File: config.mk
export PLATFORM = sky130hd
export DESIGN_NAME = page_irq_status
export DESIGN_NICKNAME = d
export VERILOG_FILES = /design/src/rtl/pbi_pkg.sv /design/src/rtl/pbi_page_decode.sv /design/src/rtl/pbi_reg_write.sv /design/src/rtl/pbi_status_bank.sv /design/src/rtl/pbi_mask_bank.sv /design/src/rtl/page_irq_status.sv
export SDC_FILE = /design/constraint.sdc
export NUM_CORES = 1
export LEC_CHECK = 0
export CELL_PAD_IN_SITES_DETAIL_PLACEMENT = 1
export CELL_PAD_IN_SITES_GLOBAL_PLACEMENT = 1
export CORE_MARGIN = 2
export CORE_UTILIZATION = 36
export CTS_CLUSTER_SIZE = 12
export DETAILED_ROUTE_END_ITERATION = 6
export GPL_TIMING_DRIVEN = 0
export PLACE_DENSITY_LB_ADDON = 0.15
export SLEW_MARGIN = 20
export SYNTH_ARGS = -nofsm -noshare
export SYNTH_HDL_FRONTEND = slang
export SYNTH_SLANG_ARGS = --single-unit
export TNS_END_PERCENT = 100
File: constraint.sdc
create_clock -name clk -period 2.65 [get_ports clk]
set_clock_uncertainty 0.1 [all_clocks]
set_input_delay 0.6625 -clock clk [delete_from_list [all_inputs] [get_ports clk]]
set_output_delay 0.6625 -clock clk [all_outputs]
set_load 0.01 [all_outputs]
File: src/rtl/pbi_pkg.sv
package pbi_pkg;
  // Top bit of the register select: which register file a write lands in.
  typedef enum logic {
    ACC_STATUS = 1'b0,
    ACC_MASK   = 1'b1
  } pbi_acc_e;
endpackage

File: src/rtl/pbi_page_decode.sv
module pbi_page_decode #(
  parameter int PAGE_LOG2 = 12,
  parameter int NUM_PAGES = 64,
  localparam int IDX_W = $clog2(NUM_PAGES),
  localparam int DWL   = PAGE_LOG2 - 2,
  localparam int OFS_W = DWL + IDX_W + 1
) (
  input  logic                 clk,
  input  logic                 rst_n,
  input  logic                 cpl_valid,
  input  logic                 cpl_ok,
  input  logic [OFS_W-1:0]     cpl_dw_ofs,
  output logic [NUM_PAGES-1:0] set_vec
);
  logic             in_low;
  logic             last_dw;
  logic [IDX_W-1:0] page_idx;
  logic             hit;

  assign in_low   = ~cpl_dw_ofs[OFS_W-1];
  assign last_dw  = &cpl_dw_ofs[DWL-1:0];
  assign page_idx = cpl_dw_ofs[DWL+IDX_W-1:DWL];
  assign hit      = cpl_valid & cpl_ok & in_low & last_dw;

  for (genvar p = 0; p < NUM_PAGES; p++) begin : g_page
    assign set_vec[p] = hit && (page_idx == IDX_W'(p));
  end

  // A single completion marks at most one page.
  assert_one_page_R2: assert property (@(posedge clk) disable iff (!rst_n)
    $onehot0(set_vec));
endmodule

File: src/rtl/pbi_reg_write.sv
module pbi_reg_write
  import pbi_pkg::*;
#(
  parameter int NUM_PAGES = 64,
  parameter int REG_W     = 32,
  localparam int NUM_REGS = NUM_PAGES / REG_W,
  localparam int RIDX_W   = (NUM_REGS > 1) ? $clog2(NUM_REGS) : 1,
  localparam int SEL_W    = RIDX_W + 1
) (
  input  logic                 clk,
  input  logic                 rst_n,
  input  logic                 wr_en,
  input  logic [SEL_W-1:0]     sel,
  input  logic [REG_W-1:0]     wdata,
  output logic [NUM_PAGES-1:0] clr_vec,
  output logic [NUM_REGS-1:0]  mask_we
);
  pbi_acc_e          kind;
  logic [RIDX_W-1:0] ridx;

  assign kind = pbi_acc_e'(sel[SEL_W-1]);
  assign ridx = sel[RIDX_W-1:0];

  for (genvar r = 0; r < NUM_REGS; r++) begin : g_reg
    logic hit_r;
    assign hit_r = wr_en && (ridx == RIDX_W'(r));
    assign clr_vec[r*REG_W +: REG_W] = (hit_r && kind == ACC_STATUS) ? wdata : '0;
    assign mask_we[r] = hit_r && (kind == ACC_MASK);
  end

  assert_mask_one_word_R9: assert property (@(posedge clk) disable iff (!rst_n)
    $onehot0(mask_we));
  // A mask write never clears status.
  assert_mask_no_clear_R7: assert property (@(posedge clk) disable iff (!rst_n)
    (mask_we != '0) |-> (clr_vec == '0));
endmodule

File: src/rtl/pbi_status_bank.sv
module pbi_status_bank #(
  parameter int NUM_PAGES = 64
) (
  input  logic                 clk,
  input  logic                 rst_n,
  input  logic [NUM_PAGES-1:0] set_vec,
  input  logic [NUM_PAGES-1:0] clr_vec,
  output logic [NUM_PAGES-1:0] status
);
  always_ff @(posedge clk) begin
    if (!rst_n) status <= '0;
    else        status <= (status & ~clr_vec) | set_vec;
  end

  // A hit marks its bit even when cleared in the same cycle.
  assert_set_wins_R8: assert property (@(posedge clk) disable iff (!rst_n)
    (set_vec != '0) |=> ((status & $past(set_vec)) == $past(set_vec)));
  assert_clear_R7: assert property (@(posedge clk) disable iff (!rst_n)
    (clr_vec != '0) |=> ((status & $past(clr_vec) & ~$past(set_vec)) == '0));
  assert_hold_R7: assert property (@(posedge clk) disable iff (!rst_n)
    1'b1 |=> (((status ^ $past(status)) & ~($past(set_vec) | $past(clr_vec))) == '0));
endmodule

File: src/rtl/pbi_mask_bank.sv
module pbi_mask_bank #(
  parameter int NUM_PAGES = 64,
  parameter int REG_W     = 32,
  localparam int NUM_REGS = NUM_PAGES / REG_W
) (
  input  logic                 clk,
  input  logic                 rst_n,
  input  logic [NUM_REGS-1:0]  mask_we,
  input  logic [REG_W-1:0]     wdata,
  output logic [NUM_PAGES-1:0] mask
);
  for (genvar r = 0; r < NUM_REGS; r++) begin : g_word
    always_ff @(posedge clk) begin
      if (!rst_n)          mask[r*REG_W +: REG_W] <= '1;
      else if (mask_we[r]) mask[r*REG_W +: REG_W] <= wdata;
    end

    assert_mask_load_R9: assert property (@(posedge clk) disable iff (!rst_n)
      mask_we[r] |=> (mask[r*REG_W +: REG_W] == $past(wdata)));
    assert_mask_keep_R9: assert property (@(posedge clk) disable iff (!rst_n)
      !mask_we[r] |=> $stable(mask[r*REG_W +: REG_W]));
  end
endmodule

File: src/rtl/page_irq_status.sv
module page_irq_status #(
  parameter int PAGE_LOG2 = 12,
  parameter int NUM_PAGES = 64,
  parameter int REG_W     = 32,
  localparam int IDX_W    = $clog2(NUM_PAGES),
  localparam int OFS_W    = PAGE_LOG2 - 2 + IDX_W + 1,
  localparam int NUM_REGS = NUM_PAGES / REG_W,
  localparam int SEL_W    = ((NUM_REGS > 1) ? $clog2(NUM_REGS) : 1) + 1
) (
  input  logic                 clk,
  input  logic                 rst_n,
  input  logic                 cpl_valid,
  output logic                 cpl_ready,
  input  logic                 cpl_ok,
  input  logic [OFS_W-1:0]     cpl_dw_ofs,
  input  logic                 reg_wr_en,
  input  logic [SEL_W-1:0]     reg_sel,
  input  logic [REG_W-1:0]     reg_wdata,
  output logic [NUM_PAGES-1:0] status_o,
  output logic [NUM_PAGES-1:0] mask_o,
  output logic                 irq_o
);
  logic [NUM_PAGES-1:0] set_vec;
  logic [NUM_PAGES-1:0] clr_vec;
  logic [NUM_REGS-1:0]  mask_we;

  assign cpl_ready = 1'b1;

  pbi_page_decode #(.PAGE_LOG2(PAGE_LOG2), .NUM_PAGES(NUM_PAGES)) u_decode (
    .clk(clk), .rst_n(rst_n), .cpl_valid(cpl_valid), .cpl_ok(cpl_ok),
    .cpl_dw_ofs(cpl_dw_ofs), .set_vec(set_vec));

  pbi_reg_write #(.NUM_PAGES(NUM_PAGES), .REG_W(REG_W)) u_wr (
    .clk(clk), .rst_n(rst_n), .wr_en(reg_wr_en), .sel(reg_sel),
    .wdata(reg_wdata), .clr_vec(clr_vec), .mask_we(mask_we));

  pbi_status_bank #(.NUM_PAGES(NUM_PAGES)) u_status (
    .clk(clk), .rst_n(rst_n), .set_vec(set_vec), .clr_vec(clr_vec),
    .status(status_o));

  pbi_mask_bank #(.NUM_PAGES(NUM_PAGES), .REG_W(REG_W)) u_mask (
    .clk(clk), .rst_n(rst_n), .mask_we(mask_we), .wdata(reg_wdata),
    .mask(mask_o));

  assign irq_o = |(status_o & ~mask_o);

  // Errored or upper-half completions, with no write, leave status alone.
  assert_reject_R5: assert property (@(posedge clk) disable iff (!rst_n)
    (!cpl_ok && !reg_wr_en) |=> (status_o == $past(status_o)));
  assert_reject_R4: assert property (@(posedge clk) disable iff (!rst_n)
    (cpl_dw_ofs[OFS_W-1] && !reg_wr_en) |=> (status_o == $past(status_o)));
  assert_idle_R11: assert property (@(posedge clk) disable iff (!rst_n)
    (!cpl_valid && !reg_wr_en) |=> (status_o == $past(status_o)));
endmodule

After elaboration in Yosys (flattened, before gate mapping)
Cells that the tools add are included.
Cells by class
  equal/unequal tests: 63
  muxes and demuxes: 2
  bitwise logic cells: 11
  reductions and logical operators: 73
Operator list (count)
  $eq 6x6->1 const B: 32
  $and 64x64->64: 2
  $not 64->64: 2
  $eq 6x5->1 const B: 16
  $logic_and 1x1->1: 70
  $mux 32: 2
  $or 64x64->64: 1
  $reduce_or 64->1: 1
  $eq 6x4->1 const B: 8
  $eq 6x3->1 const B: 4
  $eq 6x2->1 const B: 2
  $reduce_and 10->1: 1
  $eq 6x1->1 const B: 1
  $logic_not 6->1: 1
  $and 1x1->1: 3
  $not 1->1: 3
Storage, ports and cells
  bits in registers: 128
  input port bits: 56
  output and inout bits: 130
  logic and storage cells: 152

Longest topological paths before layout
Gate-level depths: netlist of the first run.
  word-level depth: 7
  gate-level depth with buffers: 6
  mapped depth without buffers: 4

Cells and area by module
Synthesis of the first run repeated with hierarchy kept, for this count alone.
Unflattened totals
  cells, all modules: 691
  area, all modules: 6749.0 µm²
Modules (own cells, without submodules)
  pbi_mask_bank: instances 1, cells an instance 207, area an instance 2309.7 µm², seq. area each 1281.2 µm²
  pbi_status_bank: instances 1, cells an instance 199, area an instance 2240.9 µm², seq. area each 1281.2 µm²
  pbi_page_decode: instances 1, cells an instance 111, area an instance 839.6 µm², seq. area each 0.0 µm²
  pbi_reg_write: instances 1, cells an instance 87, area an instance 815.8 µm², seq. area each 0.0 µm²
  page_irq_status: instances 1, cells an instance 87, area an instance 543.0 µm², seq. area each 0.0 µm²

Worst setup path after synthesis of the first run
OpenSTA, ideal clock, no wires.
  kind: in2reg
  start: input cpl_dw_ofs[16]
  end: register u_status.status[12]
  library setup time: 62 ps
  arrival: 1871 ps
  data required time: 2488 ps
  slack: 617 ps
  cell stages on the path: 5
  path buffers: 1
  cell sequence: or4b_4 nor4_4 buf_6 a22oi_2 nor2b_2
Between the ends
  word-level cells in the longest chain between the ends: 5
Ends and longest elaborated chain
  start, declared: RTL line page_irq_status.sv:15  | input logic [OFS_W-1:0] cpl_dw_ofs,
  $not 1->1: RTL line pbi_page_decode.sv:20  | assign in_low = ~cpl_dw_ofs[OFS_W-1];
  $and 1x1->1 (2 in series): RTL line pbi_page_decode.sv:23  | assign hit = cpl_valid & cpl_ok & in_low & last_dw;
  $logic_and 1x1->1: RTL line pbi_page_decode.sv:26  | assign set_vec[p] = hit && (page_idx == IDX_W'(p));
  $or 64x64->64: RTL line pbi_status_bank.sv:12  | else status <= (status & ~clr_vec) | set_vec;
  end signal, assigned: RTL line pbi_status_bank.sv:12
  end, declared: RTL line pbi_status_bank.sv:8  | output logic [NUM_PAGES-1:0] status
No other way between the ends.
A chain may end at the register's enable or synchronous reset.

Worst setup path in the final report of the first run
  start: register u_mask.mask[31]
  end: output irq_o
Between the ends
  word-level cells in the longest chain between the ends: 3
Ends and longest elaborated chain
  start, declared: RTL line pbi_mask_bank.sv:10  | output logic [NUM_PAGES-1:0] mask
  start signal, assigned by index: RTL line pbi_mask_bank.sv:15  | else if (mask_we[r]) mask[r*REG_W +: REG_W] <= wdata;
  $not 64->64: RTL line page_irq_status.sv:45  | assign irq_o = |(status_o & ~mask_o);
  $and 64x64->64: RTL line page_irq_status.sv:45
  $reduce_or 64->1: RTL line page_irq_status.sv:45
  end, declared: RTL line page_irq_status.sv:21  | output logic irq_o
No other way between the ends.

==> reports/metrics.yaml, run 1 <==
yosysWarnings: 0
gp_congestion: 0.871
arrival_ps: 1870
p_per_area_mw_per_mm2: 561
clock-sinks: 128
hold_path.class: "reg2reg"
path_cells: "nand2b_1 -> o2111ai_2 -> nor4_4 -> nand4_1 -> buf_2"
setup_viol: 0
syn_area_mm2: 0.00558
worstSetupPathType: "reg2out"
max_freq_mhz: 380
core_region_area_mm2: 0.0151
end_kind: "output pin"
drive_gt1_share_pct: 8.68
netlist-cell-type-count: 30
port_buffers: 183
worstPathRequired_ps: 1890
final.setup.tns_ps: 0
drtIter0Drc: 571
ys_seq_area_share_pct: 46.0
placed_area_mm2: 0.00765
worst_pin_slew_ps: 935
status: "complete, no violations"
h-tree-depth: 4
crit_slowest_cell: "dfxtp_2"
wirelength_um: 25000
synth_area_leader_cell: "dfxtp_1"
clk_pin_slew_worst_paths_ps: 50
fin_hold_ws_ps: 382
die_w_um: 128
synthCells: 678
maxCapViolations: 0
vias: 6000
grt_usage_pct: 30.3
die_h_um: 128
drc: 0
synthesis.nets: 734
yosysMostFrequentCell: "nand2_1"
ctsRootBufferMaster: "clkbuf_16"
critical_path_peak_fanout: 3
p_leak_nw: 3.09
avgSynthCellArea_um2: 8.22
hold_buffers: 0
synthArstFlopShare_pct: 0
syn_to_final_growth_pct: 48.7
worst_slack_ps: 21.7
rows: 45
placed_cells: 1049
wl_per_cell_um: 23.3
routed_via_density: 5.58
cts_tree: "built"
synth_top_area_share_pct: 46.0
ant_nets: 0
fin_cells: 1075
synth_commonest_cells: "nand2_1, dfxtp_1, nand3_1"
clk_latency_ps: 430
ir_worst_vdd_mv: 0.462
first_global_vias: 6206
grt_overflow: 0
drt_first_pass_iters: 5
finalInstanceArea_mm2: 0.00829
die_area_mm2: 0.0165
dp_hpwl_um: 18600
cts_made_buffers: 17
min_period_ps: 2630
drv_slew: 0
initial_utilization_pct: 36.8
period_share_pct: 99.2
cp-start-kind: "register"
layout.nets: 936
worst-r2r-setup-slack_ps: 1770
synth-seq-cells: 128
maxSlewHeadroom_pct: 37.2
grt_max_degree: 17
cpPeakStageDelay_ps: 370
antenna_found_initial: 0
n_fill_cell: 1759
finalHoldViolCount: 0
pre_cts_slack_ps: -401
synth-main-ff-cell: "dfxtp_1"
num_antenna_cells: 0
synth_edf_count: 0
grt_pass1_wl_um: 36700
clockBufferDepth: 2
synth_area_leaders: "dfxtp_1, nand2_1, a22oi_1"
ioPinCount: 186
metrics by stage:
step	power (mW)	util [%]
floorplan	2.24	-
CTS	4.65	54.1
detailed placement	2.55	50.5
global route	4.78	54.7
finish	4.65	54.7
global placement	2.53	50.5
power breakdown:
part | total (mW) | switching [mW] | internal (mW)
clock | 2.12 | 0.818 | 1.30
combinational | 0.504 | 0.265 | 0.239
sequential | 2.02 | 0.0454 | 1.98
total | 4.65 | 1.13 | 3.52
cell usage in the layout (no fill, tap or decap), types with 2 or more instances in the layout:
cell and instances:
nor2b_2 9, a22oi_1 55, nand3_1 65, nor4_4 5, nand4bb_1 2, nor4_2 3, nand2_1 195, o2111ai_1 10
nand2b_4 8, o2111ai_2 6, inv_1 16, a22oi_2 9, clkbuf_1 40, buf_2 2, nor2_1 10, nor3_1 6
clkdlybuf4s50_1 182, dfxtp_2 4, clkbuf_16 17, buf_4 3, nor2b_1 55, nand2b_1 43, clkbuf_8 2, dfxtp_1 124
layout make-up:
class / instances / area, um^2 / share of cell area, %
clock inverters: 2 / 35.0 / 0.423
clock buffers: 24 / 472 / 5.69
well taps: 188 / 235 / 2.84
multi-input cells: 494 / 2920 / 35.3
inverters: 16 / 60.1 / 0.725
plain buffers: 40 / 170 / 2.05
repair buffers: 183 / 1830 / 22.0
flip-flops and latches: 128 / 2570 / 31.0
routing by layer:
metal / up-vias / share of wire, % / GRT usage [%]
li1: 2687 / - / -
met5: - / 0 / 0
met3: 40 / 7.6 / 5.99
met1: 2988 / 41 / 39.1
met4: 0 / 2.3 / 10.9
met2: 285 / 49 / 50.4
final timing paths:
kind                                  start                        endpoint  cells after the start
max            u_mask.mask[31]$_SDFFE_PN1P_                           irq_o                      5
min            u_mask.mask[57]$_SDFFE_PN1P_    u_mask.mask[57]$_SDFFE_PN1P_                      2
max reg2reg  u_status.status[41]$_SDFF_PN0_  u_status.status[41]$_SDFF_PN0_                      2
min reg2reg    u_mask.mask[57]$_SDFFE_PN1P_    u_mask.mask[57]$_SDFFE_PN1P_                      2
what timing repair did:
action                                  in CTS  in global routing
pin swaps                                    3                  4
endpoints found under the setup margin       1                 28
setup buffers                                0                  0
resized for setup                           12                 16
sequential cells by signal (all words and copies together) (netlist names):
signal           count
u_mask.mask         64
u_status.status     64
logic make-up after synthesis:
group                  after synthesis  synth area share [%]
buffers and inverters               56                  4.13
and+or+nand+nor                    413                  37.9
AOI/OAI and AO/OA                   80                  11.9
DFF                                128                  46.0
other                                1                0.0673
critical path: cells and delay by family (launching register included):
kind / cells / cell delay [ps]
AOI/OAI and AO/OA: 1 / 200
buffers and inverters: 1 / 180
DFF: 1 / 370
and+or+nand+nor: 3 / 700
Power figures use the tool's default switching activity.
==> run 2: changes to the inputs <==
- SKIP_CTS_REPAIR_TIMING: not set -> 1
==> run 2 against run 1 <==
Against the previous run:
- routed wire length shrank 1.0%
- clock power is essentially flat
- combinational power is essentially flat
- setup slack lost 56 ps
- utilization shrank 0.70 points
- the flow now finishes with violations (negative setup slack)
- via count is essentially flat
- register-to-register slack gained 50 ps
- sequential share of layout area grew 0.34 points
- global-route usage is essentially flat
- power shrank 0.14%
- sequential cell count is the same
==> reports/metrics.yaml, run 2 (synthesis results as in run 1) <==
path_cells: "nand2b_4 -> o2111ai_1 -> nor4_2 -> nand4_1 -> clkbuf_2"
utilization_pct: 54.0
drc: 0
routed_via_density: 5.58
maxCapViolations: 0
die_h_um: 128
wirelength_um: 24700
worstPathRequired_ps: 1890
p_leak_nw: 3.00
period_share_pct: 101
dp_hpwl_um: 18600
status: "complete, but fails checks"
ant_nets: 0
vias: 6003
cp_top_family: "simple AND/OR/NAND/NOR gates"
gp_congestion: 0.871
p_per_area_mw_per_mm2: 567
initial_utilization_pct: 36.8
cp-start-kind: "register"
cp_num_buf_inv: 1
syn_to_final_growth_pct: 46.7
drt_first_pass_iters: 5
pwr-share-seq_pct: 43.6
final_common_cell: "nand2_1"
finalHoldViolCount: 0
layout_common_cells: "nand2_1, clkdlybuf4s50_1, dfxtp_1"
worst_pin_slew_ps: 934
pwr-share-clk_pct: 45.7
violations: "negative setup slack"
clock-sinks: 128
layout.nets: 936
rows: 45
grt_usage_pct: 30.2
final.setup.tns_ps: -34.4
core_region_area_mm2: 0.0151
placed_area_mm2: 0.00765
die_w_um: 128
end_kind: "output pin"
ir_worst_vdd_mv: 0.463
worst_slack_ps: -34.4
antenna_found_initial: 0
die_area_mm2: 0.0165
grt_max_degree: 17
cpPeakStageDelay_ps: 440
grt_overflow: 0
placed_cells: 1049
hold_path.class: "reg2reg"
cts_made_buffers: 17
timing.rr.end: "u_status.status[3]$_SDFF_PN0_"
drtIter0Drc: 594
worstSetupPathType: "reg2out"
min_period_ps: 2680
crit_slowest_cell: "nor4_2"
rsz0062_at_grt: "true"
pre_cts_slack_ps: -401
drive_gt1_share_pct: 6.65
reg_top3: "u_mask.mask (64), u_status.status (64)"
hold_depth: 2
worst_r2r_path_depth: 2
first_global_vias: 6173
r2r-start: "u_status.status[3]$_SDFF_PN0_"
fin_total_pwr_mw: 4.64
clockBufferDepth: 2
port_buffers: 183
ctsRootBufferMaster: "clkbuf_16"
cts_tree: "built"
drv_slew: 0
fin_hold_ws_ps: 382
min_from: "u_mask.mask[57]$_SDFFE_PN1P_"
finalInstanceArea_mm2: 0.00818
maxSlewHeadroom_pct: 37.3
critical_path_peak_fanout: 3
worst-r2r-setup-slack_ps: 1820
max_freq_mhz: 373
h-tree-depth: 4
arrival_ps: 1920
clk_pin_slew_worst_paths_ps: 60
fin_cells: 1075
grt_pass1_wl_um: 36700
wl_per_cell_um: 23.0
combPwrFrac_pct: 10.8
n_fill_cell: 1770
p_switching_mw: 1.13
p_int_mw: 3.52
clk_latency_ps: 420
min_to: "u_mask.mask[57]$_SDFFE_PN1P_"
ioPinCount: 186
swShare_pct: 24.2
num_antenna_cells: 0
setup_viol: 1
[run 2: power by group through the flow]
stage	logic, mW	registers [mW]	clock network (mW)
after floorplan	0.172	2.07	0
after global placement	0.476	2.06	0
after detailed placement	0.493	2.06	0
after CTS	0.497	2.02	2.13
after global routing	0.531	2.03	2.22
final	0.501	2.02	2.12
[run 2: worst register-to-register path, delay by kind of cell, from the launching register on]
kind | cells | cell delay [ps]
AO/OA/AOI/OAI | 1 | 100
flip-flops | 1 | 420
AND/OR/NAND/NOR | 1 | 150
[run 2: worst max path at each step]
| stage | start | to | slack (ps) | cells after the start |
|---|---|---|---|---|
| 2_1_floorplan | cpl_dw_ofs[16] | u_status.status[12]$_SDFF_PN0_ | 620 | 5 |
| 3_3_place_gp | reg_wr_en | u_status.status[10]$_SDFF_PN0_ | -390 | 6 |
| 3_5_place_dp | reg_wr_en | u_status.status[29]$_SDFF_PN0_ | -400 | 6 |
| 4_1_cts | u_mask.mask[31]$_SDFFE_PN1P_ | irq_o | -610 | 5 |
| 5_1_grt | u_mask.mask[2]$_SDFFE_PN1P_ | irq_o | -90 | 5 |
| 6_report | u_mask.mask[3]$_SDFFE_PN1P_ | irq_o | -30 | 5 |
[run 2: final cells by class]
type | instances | area [um^2] | share of cell area [%]
Multi-Input combinational cell | 494 | 2820 | 34.5
Sequential cell | 128 | 2560 | 31.3
Timing Repair Buffer | 183 | 1830 | 22.3
Clock buffer | 24 | 472 | 5.77
Tap cell | 188 | 235 | 2.88
Buffer | 40 | 170 | 2.08
Inverter | 16 | 60.1 | 0.734
Clock inverter | 2 | 35.0 | 0.428
[run 2: routing by layer]
layer,track usage [%],vias up,wire length (um)
met5,0,-,0
met4,10.1,0,552
met3,5.90,38,1780
met2,50.7,272,12200
met1,39.2,3006,10200
li1,-,2687,-
==> run 3: changes to the inputs <==
- CORE_ASPECT_RATIO: not set -> 1.1
==> run 3 against run 2 <==
Against the previous run:
- the run still ends with negative setup slack left
- cell count increased by 1.3%
- sequential share of layout area decreased by 0.28 points
- clock power increased by 9%
- via count increased by 1.2%
- power increased by 4.2%
- global-route usage increased by 0.74 points
- combinational power about the same
- clock-buffer cell count increased by 3
- critical path depth unchanged
- maximum frequency about the same
- critical path type unchanged
==> reports/metrics.yaml, run 3 (synthesis results as in run 1) <==
status: "complete, but fails checks"
violations: "negative setup slack"
die_w_um: 123
crit_slowest_cell: "nor4_2"
worst-r2r-setup-slack_ps: 1760
drtIter0Drc: 523
wirelength_um: 25300
clockBufferDepth: 2
first_global_vias: 6276
syn_to_final_growth_pct: 48.1
finalHoldViolCount: 0
pwr-share-seq_pct: 41.8
cts_tree: "built"
gp_congestion: 0.885
wl_per_cell_um: 23.2
die_area_mm2: 0.0165
pre_cts_slack_ps: -605
worst_r2r_path_depth: 2
min_from: "u_mask.mask[54]$_SDFFE_PN1P_"
antenna_found_initial: 0
p_per_area_mw_per_mm2: 586
ctsRootBufferMaster: "clkbuf_16"
ant_nets: 0
clk_latency_ps: 430
num_antenna_cells: 0
p_int_mw: 3.67
timing.rr.end: "u_status.status[62]$_SDFF_PN0_"
cts_made_buffers: 17
clock-sinks: 128
cp-start-kind: "register"
min_period_ps: 2680
combPwrFrac_pct: 10.4
core_region_area_mm2: 0.0151
h-tree-depth: 4
grt_max_degree: 17
initial_utilization_pct: 36.9
critical_path_peak_fanout: 3
port_buffers: 183
finalInstanceArea_mm2: 0.00826
final_common_cell: "nand2_1"
swShare_pct: 24.1
pwr-share-clk_pct: 47.8
rows: 47
worstSetupPathType: "reg2out"
hold_depth: 2
drt_first_pass_iters: 5
clk_pin_slew_worst_paths_ps: 50
rsz0062_at_grt: "true"
worstPathRequired_ps: 1890
grt_pass1_wl_um: 37400
maxSlewHeadroom_pct: 33.1
utilization_pct: 54.6
path_cells: "nand2b_4 -> o2111ai_1 -> nor4_2 -> nand4_1 -> clkbuf_2"
ioPinCount: 186
reg_top3: "u_mask.mask (64), u_status.status (64)"
n_fill_cell: 1775
min_to: "u_mask.mask[54]$_SDFFE_PN1P_"
die_h_um: 135
end_kind: "output pin"
max_freq_mhz: 373
layout.nets: 936
drv_slew: 0
period_share_pct: 101
p_switching_mw: 1.17
final.setup.tns_ps: -33.0
placed_cells: 1057
drive_gt1_share_pct: 7.05
grt_overflow: 0
p_leak_nw: 3.03
layout_common_cells: "nand2_1, clkdlybuf4s50_1, dfxtp_1"
drc: 0
setup_viol: 1
hold_path.class: "reg2reg"
fin_hold_ws_ps: 379
maxCapViolations: 0
placed_area_mm2: 0.00765
r2r-start: "u_status.status[62]$_SDFF_PN0_"
worst_pin_slew_ps: 996
fin_total_pwr_mw: 4.84
cpPeakStageDelay_ps: 450
routed_via_density: 5.58
arrival_ps: 1920
ir_worst_vdd_mv: 0.428
dp_hpwl_um: 18800
vias: 6074
worst_slack_ps: -33.0
grt_usage_pct: 31.0
fin_cells: 1089
==> run 3: worst max path at each step <==
stage / start / end / slack, ps / cells after the start
floorplan: cpl_dw_ofs[16] / u_status.status[12]$_SDFF_PN0_ / 620 / 5
global placement: reg_wr_en / u_status.status[10]$_SDFF_PN0_ / -390 / 6
detailed placement: reg_wr_en / u_status.status[8]$_SDFF_PN0_ / -610 / 6
CTS: u_mask.mask[11]$_SDFFE_PN1P_ / irq_o / -590 / 5
global route: u_mask.mask[36]$_SDFFE_PN1P_ / irq_o / -70 / 5
finish: u_mask.mask[3]$_SDFFE_PN1P_ / irq_o / -30 / 5
==> run 3: layer usage <==
layer | global-route usage, % | part of all wire [%] | up-vias
li1 | - | - | 2696
met1 | 37.5 | 39 | 3014
met2 | 52.1 | 50 | 302
met3 | 6.84 | 7.6 | 62
met4 | 14.3 | 3.7 | 0
met5 | 0 | 0 | -
==> run 3: layout make-up <==
class | count | area [um^2] | share of cell area, %
clock inverter | 5 | 77.6 | 0.940
tap | 196 | 245 | 2.97
timing repair buffer | 183 | 1830 | 22.1
inverter | 16 | 60.1 | 0.727
multi-input combinational | 494 | 2820 | 34.2
clock buffer | 27 | 493 | 5.97
buffer | 40 | 170 | 2.06
sequential | 128 | 2560 | 31.0
==> run 3: power groups by stage <==
stage	logic, mW	clock network (mW)	registers (mW)
after floorplan	0.172	0	2.07
after global placement	0.476	0	2.06
after detailed placement	0.492	0	2.06
after CTS	0.496	2.31	2.02
after global routing	0.531	2.40	2.03
final	0.501	2.31	2.02
==> run 3: critical path, delay by kind of cell (launching register included) <==
| family | cells | cell delay [ps] |
|---|---|---|
| and+or+nand+nor | 3 | 800 |
| buffers and inverters | 1 | 170 |
| AOI/OAI and AO/OA | 1 | 160 |
| DFF | 1 | 350 |
